`src/rtl/tdh_pkg.sv`:
```
package tdh_pkg;

  localparam int SEL_W       = 4;
  localparam int N_CONSUMERS = 5;
  localparam int N_EXT       = 2;

  typedef enum int {
    CON_T1  = 0,
    CON_T2  = 1,
    CON_SER = 2,
    CON_ADC = 3,
    CON_CKO = 4
  } consumer_e;

  // A selection code is usable when it names one of the chain taps (1..taps).
  function automatic logic code_ok(input logic [SEL_W-1:0] code, input int taps);
    return (code != '0) && (int'(code) <= taps);
  endfunction

  // Code that picks chain bit k.
  function automatic logic [SEL_W-1:0] code_of_bit(input int k);
    return SEL_W'(k + 1);
  endfunction

endpackage

```
`src/rtl/tdh_cycle_gen.sv`:
```
module tdh_cycle_gen #(
  parameter int DIV = 6
) (
  input  logic clk,
  input  logic rst_n,
  output logic base_tick
);
  localparam int CW = (DIV > 1) ? $clog2(DIV) : 1;
  localparam logic [CW-1:0] LAST = CW'(DIV - 1);

  logic [CW-1:0] phase_q;

  always_ff @(posedge clk or negedge rst_n) begin
    if (!rst_n)               phase_q <= '0;
    else if (phase_q == LAST) phase_q <= '0;
    else                      phase_q <= phase_q + CW'(1);
  end

  assign base_tick = (phase_q == LAST);
endmodule

```
`src/rtl/tdh_ripple_chain.sv`:
```
module tdh_ripple_chain #(
  parameter int WIDTH = 12
) (
  input  logic             clk,
  input  logic             rst_n,
  input  logic             base_tick,
  output logic [WIDTH-1:0] count_q,
  output logic [WIDTH-1:0] rise_q
);
  logic [WIDTH-1:0] count_nx;
  logic [WIDTH-1:0] rise_nx;

  assign count_nx = count_q + WIDTH'(1);
  // bits that go 0 -> 1 on this increment
  assign rise_nx  = base_tick ? (~count_q & count_nx) : '0;

  always_ff @(posedge clk or negedge rst_n) begin
    if (!rst_n) begin
      count_q <= '0;
      rise_q  <= '0;
    end else begin
      rise_q <= rise_nx;
      if (base_tick) count_q <= count_nx;
    end
  end
endmodule

```
`src/rtl/tdh_edge_sync.sv`:
```
module tdh_edge_sync #(
  parameter int STAGES = 2
) (
  input  logic clk,
  input  logic rst_n,
  input  logic ext_in,
  output logic rise
);
  // sh[STAGES-1] is the synchronized level, sh[STAGES] its previous value
  logic [STAGES:0] sh_q;

  always_ff @(posedge clk or negedge rst_n) begin
    if (!rst_n) sh_q <= '0;
    else        sh_q <= {sh_q[STAGES-1:0], ext_in};
  end

  assign rise = sh_q[STAGES-1] & ~sh_q[STAGES];
endmodule

```
`src/rtl/tdh_tap_select.sv`:
```
module tdh_tap_select
  import tdh_pkg::*;
#(
  parameter int TAPS = 12
) (
  input  logic             clk,
  input  logic             rst_n,
  input  logic [SEL_W-1:0] sel,
  input  logic [TAPS-1:0]  tap_vec,
  input  logic             ext_en,
  input  logic             ext_pulse,
  output logic             out_q
);
  logic tap_val;
  logic chosen;

  always_comb begin
    tap_val = 1'b0;
    if (code_ok(sel, TAPS)) begin
      for (int k = 0; k < TAPS; k++) begin
        if (sel == code_of_bit(k)) tap_val = tap_vec[k];
      end
    end
  end

  assign chosen = ext_en ? ext_pulse : tap_val;

  always_ff @(posedge clk or negedge rst_n) begin
    if (!rst_n) out_q <= 1'b0;
    else        out_q <= chosen;
  end
endmodule

```
`src/rtl/tick_divider_hub.sv`:
```
module tick_divider_hub
  import tdh_pkg::*;
#(
  parameter int DIV         = 6,
  parameter int TAPS        = 12,
  parameter int SYNC_STAGES = 2
) (
  input  logic             clk,
  input  logic             rst_n,
  input  logic [SEL_W-1:0] t1_sel,
  input  logic [SEL_W-1:0] t2_sel,
  input  logic [SEL_W-1:0] ser_sel,
  input  logic [SEL_W-1:0] adc_sel,
  input  logic [SEL_W-1:0] cko_sel,
  input  logic             t2_ext_en,
  input  logic             t2_ext_clk,
  input  logic             adc_ext_en,
  input  logic             adc_ext_clk,
  output logic             t1_tick,
  output logic             t2_tick,
  output logic             ser_tick,
  output logic             adc_tick,
  output logic             cko
);
  logic                   base_tick;
  logic [TAPS-1:0]        count_q;
  logic [TAPS-1:0]        rise_q;
  logic [N_EXT-1:0]       ext_in;
  logic [N_EXT-1:0]       ext_rise;
  logic [SEL_W-1:0]       sel_arr   [N_CONSUMERS];
  logic [TAPS-1:0]        tap_src   [N_CONSUMERS];
  logic [N_CONSUMERS-1:0] ext_en_v;
  logic [N_CONSUMERS-1:0] ext_pulse_v;
  logic [N_CONSUMERS-1:0] out_v;

  tdh_cycle_gen #(.DIV(DIV)) u_cycle (
    .clk       (clk),
    .rst_n     (rst_n),
    .base_tick (base_tick)
  );

  tdh_ripple_chain #(.WIDTH(TAPS)) u_chain (
    .clk       (clk),
    .rst_n     (rst_n),
    .base_tick (base_tick),
    .count_q   (count_q),
    .rise_q    (rise_q)
  );

  assign ext_in = {adc_ext_clk, t2_ext_clk};

  for (genvar e = 0; e < N_EXT; e++) begin : g_sync
    tdh_edge_sync #(.STAGES(SYNC_STAGES)) u_sync (
      .clk    (clk),
      .rst_n  (rst_n),
      .ext_in (ext_in[e]),
      .rise   (ext_rise[e])
    );
  end

  assign sel_arr[CON_T1]  = t1_sel;
  assign sel_arr[CON_T2]  = t2_sel;
  assign sel_arr[CON_SER] = ser_sel;
  assign sel_arr[CON_ADC] = adc_sel;
  assign sel_arr[CON_CKO] = cko_sel;

  assign ext_en_v    = {1'b0, adc_ext_en,  1'b0, t2_ext_en,   1'b0};
  assign ext_pulse_v = {1'b0, ext_rise[1], 1'b0, ext_rise[0], 1'b0};

  for (genvar i = 0; i < N_CONSUMERS; i++) begin : g_tap
    if (i == CON_CKO) begin : g_level
      assign tap_src[i] = count_q;
    end else begin : g_pulse
      assign tap_src[i] = rise_q;
    end
    tdh_tap_select #(.TAPS(TAPS)) u_sel (
      .clk       (clk),
      .rst_n     (rst_n),
      .sel       (sel_arr[i]),
      .tap_vec   (tap_src[i]),
      .ext_en    (ext_en_v[i]),
      .ext_pulse (ext_pulse_v[i]),
      .out_q     (out_v[i])
    );
  end

  assign t1_tick  = out_v[CON_T1];
  assign t2_tick  = out_v[CON_T2];
  assign ser_tick = out_v[CON_SER];
  assign adc_tick = out_v[CON_ADC];
  assign cko      = out_v[CON_CKO];
endmodule

```
`config.mk`:
```
export PLATFORM = sky130hd
export DESIGN_NAME = tick_divider_hub
export DESIGN_NICKNAME = d
export VERILOG_FILES = /design/src/rtl/tdh_pkg.sv /design/src/rtl/tdh_cycle_gen.sv /design/src/rtl/tdh_ripple_chain.sv /design/src/rtl/tdh_edge_sync.sv /design/src/rtl/tdh_tap_select.sv /design/src/rtl/tick_divider_hub.sv
export SDC_FILE = /design/constraint.sdc
export NUM_CORES = 1
export LEC_CHECK = 0
export BUFFER_PORTS_ARGS = -buffer_cell sky130_fd_sc_hd__buf_2
export CORE_UTILIZATION = 53
export DETAILED_ROUTE_END_ITERATION = 10
export GPL_TIMING_DRIVEN = 1
export HOLD_SLACK_MARGIN = 0.06
export PLACE_DENSITY = 0.74
export RECOVER_POWER = 50
export REMOVE_ABC_BUFFERS = 1
export SYNTH_ARGS = -nofsm -noshare
export SYNTH_HDL_FRONTEND = slang
export SYNTH_SLANG_ARGS = --single-unit
```
`constraint.sdc`:
```
create_clock -name clk -period 3.6 [get_ports clk]
set_input_delay 0.72 -clock clk [delete_from_list [all_inputs] [get_ports clk]]
set_output_delay 0.72 -clock clk [all_outputs]
set_load 0.01 [all_outputs]
```
==> results by group <==
Run status
  – Outcome: complete, but fails checks
  – Violations in the final reports: max-capacitance violations, max-slew violations

Clocking
  – Hold-fix buffers, CTS: 0
  – CTS sink count: 38
  – Count of instances resized after the clock tree is built: 0
  – TritonCTS Buffers: 5
  – Clock insertion delay at the later pin of the skew report: just under 0.3 ns
  – Number of post-CTS setup repair buffers: 0
  – Clock Path Buffers: 2
  – CTS H-tree depth: 2
  – CTS clk-pin slew, worst paths: 0.08 ns
  – CTS tree: built
  – Clock root buffer: clkbuf_8

Setup path
  – WP data required: between 3 and 4 ns
  – Series of cell instances along the critical path: clkbuf_1
  – CP arrival: 2.09 ns
  – Highest fanout seen on the critical path: 38
  – Critical setup path kind: primary input to async pin
  – Startpoint types: primary input
  – Max stage delay cell, worst path: clkbuf_1
  – Total buffers and inverters traversed by the critical path: 1
  – Largest stage delay on the critical path: between 1 and 1.5 ns
  – Endpoint class of the critical path: async pin
  – Delay-heaviest family, CP: buffers and inverters

Power
  – Fraction of power spent switching nets: 21.56%
  – Combinational share of power: 6.6%
  – Part of the total power dissipated in the clock network: 41.8%
  – Largest vdd supply drop: 0.0002849 V
  – Leakage power: 1.108 nW
  – P_sw: 0.0001815 W
  – Power per standard cell area: 359.3 nW/um^2
  – Part of the total power dissipated in sequential elements: 51.6%
  – Internal power consumption: ~0.00066 W

Timing
  – Hold_ws: 0.3547 ns
  – Relative slew slack: -28.37%
  – Final setup violation count: 0
  – Crit share post-route: about 57%
  – Hold Vio Cnt, Final: 0
  – Maximum achievable frequency: roughly 480 MHz
  – Max-slew violations: 39
  – Transition at the pin with the smallest max-transition slack: 1.926 ns
  – Setup Total Neg Slack: 0 ns
  – RSZ-0062 raised after global routing: no
  – Layout Skew: between 0.01 and 0.015 ns
  – Final min period: 2.069 ns

Die
  – Area enclosed by the die boundary: 4132 sq um
  – FP Rows: 22
  – Horizontal die dimension: 64.28 um
  – Die Ht: roughly 64 um
  – Count of boundary I/O pins: 31
  – Starting Density: 55.73%
  – Floorplan core area: 3689 sq um

Synthesis
  – Synthesis-stage register bit count: 38
  – Sequential fraction of the synthesis area: 46.26%
  – Mapped Avg Cell Area: about 11 sq um
  – Cell area after technology mapping: 2056 sq um
  – Yosys synthesis warning count: 0
  – Cell count after synthesis: approximately 190
  – Synth unique cells: 33

Drt
  – Wirelength, routed: 3.918 mm
  – Via-per-instance ratio: 5.774
  – Count of unresolved DRC violations after routing: 0
  – Post-route ant nets: 0
  – Via count: 1559
  – Drt wl/cell: 14.51 um
  – Pre-antenna DRT Iters: 4
  – Iter 0 DRT Violations: around 120

Global route
  – Number of antenna violations at the first check in global routing: 0
  – All-layer global routing usage: 22.67%
  – Via count of the first global-routing pass: 1566
  – Residual overflow from global routing: 0
  – Global-route wire length before repair: 6.996 mm
  – Pin count of the biggest net entering global routing: 39

Cells and area
  – Area added between synthesis and finish: 14.00%
  – Share of final-layout standard cells stronger than drive strength 1: 18.92%
  – N_diodes: 0
  – Net total in the final layout: 259

Placement
  – Placer's final routability congestion estimate: 0.8395
  – HPWL after detailed placement: 3.018 mm
  – Total of buffers placed on input and output ports: 30

Flow run
  – Reported max-cap violation count: 1

Min path
  – Class of the worst hold path: flip-flop to flip-flop
==> power groups by stage <==
stage / Clock (W) / Sequential (W) / Combinational [W]
2_1_floorplan: 0 / 0.000445 / 0.0000161
3_3_place_gp: 0 / 0.000443 / 0.0000539
3_5_place_dp: 0 / 0.000443 / 0.0000567
4_1_cts: 0.000362 / 0.000435 / 0.0000570
5_1_grt: 0.000380 / 0.000435 / 0.0000631
6_report: 0.000352 / 0.000435 / 0.0000556
==> flip-flops by register name, summed over array words and instances, names as in the netlist <==
| register | flops |
|---|---|
| g_sync.u_sync.sh_q | 6 |
| g_tap.u_sel.out_q | 5 |
| u_chain.count_q | 12 |
| u_chain.rise_q | 12 |
| u_cycle.phase_q | 3 |
==> synthesized netlist by cell type <==
master / count / area share [%]
inv_1: 15 / 2.7
buf_2: 3 / 0.73
o311ai_0: 1 / 0.43
a32oi_1: 1 / 0.43
dfrtp_1: 38 / 46
nor2_1: 6 / 1.1
nand2b_1: 3 / 0.91
o221ai_1: 1 / 0.43
mux2i_1: 7 / 3.4
xnor2_1: 1 / 0.43
clkbuf_1: 4 / 0.73
mux4_1: 4 / 5.1
o211ai_1: 4 / 1.5
a31oi_1: 1 / 0.30
mux2_1: 2 / 1.1
nand3b_1: 7 / 2.6
and3_1: 6 / 1.8
o31ai_1: 1 / 0.37
nor3_1: 3 / 0.73
and2_1: 11 / 3.3
a311o_1: 1 / 0.49
a21boi_0: 1 / 0.37
nand3_1: 2 / 0.49
mux4_2: 4 / 4.4
o21ai_0: 18 / 4.4
a21oi_1: 5 / 1.2
nor4_1: 2 / 0.61
a21o_1: 1 / 0.37
a211oi_1: 1 / 0.37
mux2_2: 1 / 0.55
ha_1: 12 / 7.3
nand2_1: 20 / 3.7
nor3b_1: 4 / 1.5
==> kinds of logic after synthesis <==
kind of cell / count (synthesis) / share of synthesized area, %
simple gates: 64 / 16.68
flops: 38 / 46.26
compound gates: 36 / 10.59
buf+inv: 22 / 4.199
mux: 18 / 14.55
fa+ha+maj: 12 / 7.304
xor+xnor: 1 / 0.4261
==> stage by stage <==
step / util, % / area, sq um / power (W) / std cells / setup slack (ns)
after floorplan: - / 2026 / 0.0004606 / 184 / 1.789
after global placement: 60.62 / 2236 / 0.0004966 / 262 / 1.622
after detailed placement: 60.62 / 2236 / 0.0005000 / 262 / 1.567
after CTS: 63.57 / 2345 / 0.0008540 / 270 / 1.775
after global routing: 63.53 / 2344 / 0.0008781 / 270 / 1.081
final: 63.53 / 2344 / 0.0008420 / 270 / 1.531
==> worst paths after layout <==
| check | start | to | slack, ns | cells after the start |
|---|---|---|---|---|
| setup / recovery | rst_n | g_tap[0].u_sel.out_q$_DFF_PN0_ | 1.53 | 1 |
| hold / removal | g_sync[0].u_sync.sh_q[0]$_DFF_PN0_ | g_sync[0].u_sync.sh_q[1]$_DFF_PN0_ | 0.35 | 0 |
| setup reg to reg | u_chain.count_q[0]$_DFFE_PN0P_ | u_chain.count_q[8]$_DFFE_PN0P_ | 1.78 | 6 |
| hold reg to reg | g_sync[0].u_sync.sh_q[0]$_DFF_PN0_ | g_sync[0].u_sync.sh_q[1]$_DFF_PN0_ | 0.35 | 0 |
| max in group clk | u_chain.count_q[0]$_DFFE_PN0P_ | u_chain.count_q[8]$_DFFE_PN0P_ | 1.78 | 6 |
| min in group asynchronous | rst_n | g_sync[0].u_sync.sh_q[2]$_DFF_PN0_ | 0.95 | 1 |
==> layer usage <==
layer / track usage, % / vias up / wire (um)
met4: 11.39 / 0 / 106
li1: - / 745 / -
met1: 26.48 / 747 / 1592
met5: 0 / - / 0
met2: 37.76 / 55 / 1958
met3: 6.607 / 12 / 261
==> cells in the final DEF (no fill, tap or decap), types with 4 or more instances in the layout <==
cell,instances
mux4_1,4
nor3b_1,4
mux4_2,4
o21ai_0,18
buf_2,29
o211ai_1,4
nand3b_1,7
and3_1,6
mux2i_1,7
ha_1,12
nor2_1,6
nand2_1,20
inv_1,15
a21oi_1,5
and2_1,11
clkbuf_8,5
dfrtp_1,38
==> layout make-up <==
| type | count | area, sq um |
|---|---|---|
| fillers | 297 | 1345 |
| multi-input cells | 131 | 1018 |
| flip-flops and latches | 38 | 950.9 |
| repair buffers | 30 | 148.9 |
| clock buffers | 5 | 68.82 |
| well taps | 48 | 60.06 |
| inverters | 15 | 56.30 |
| clock inverters | 3 | 40.04 |
No activity file was read; power rests on OpenSTA's default activity.
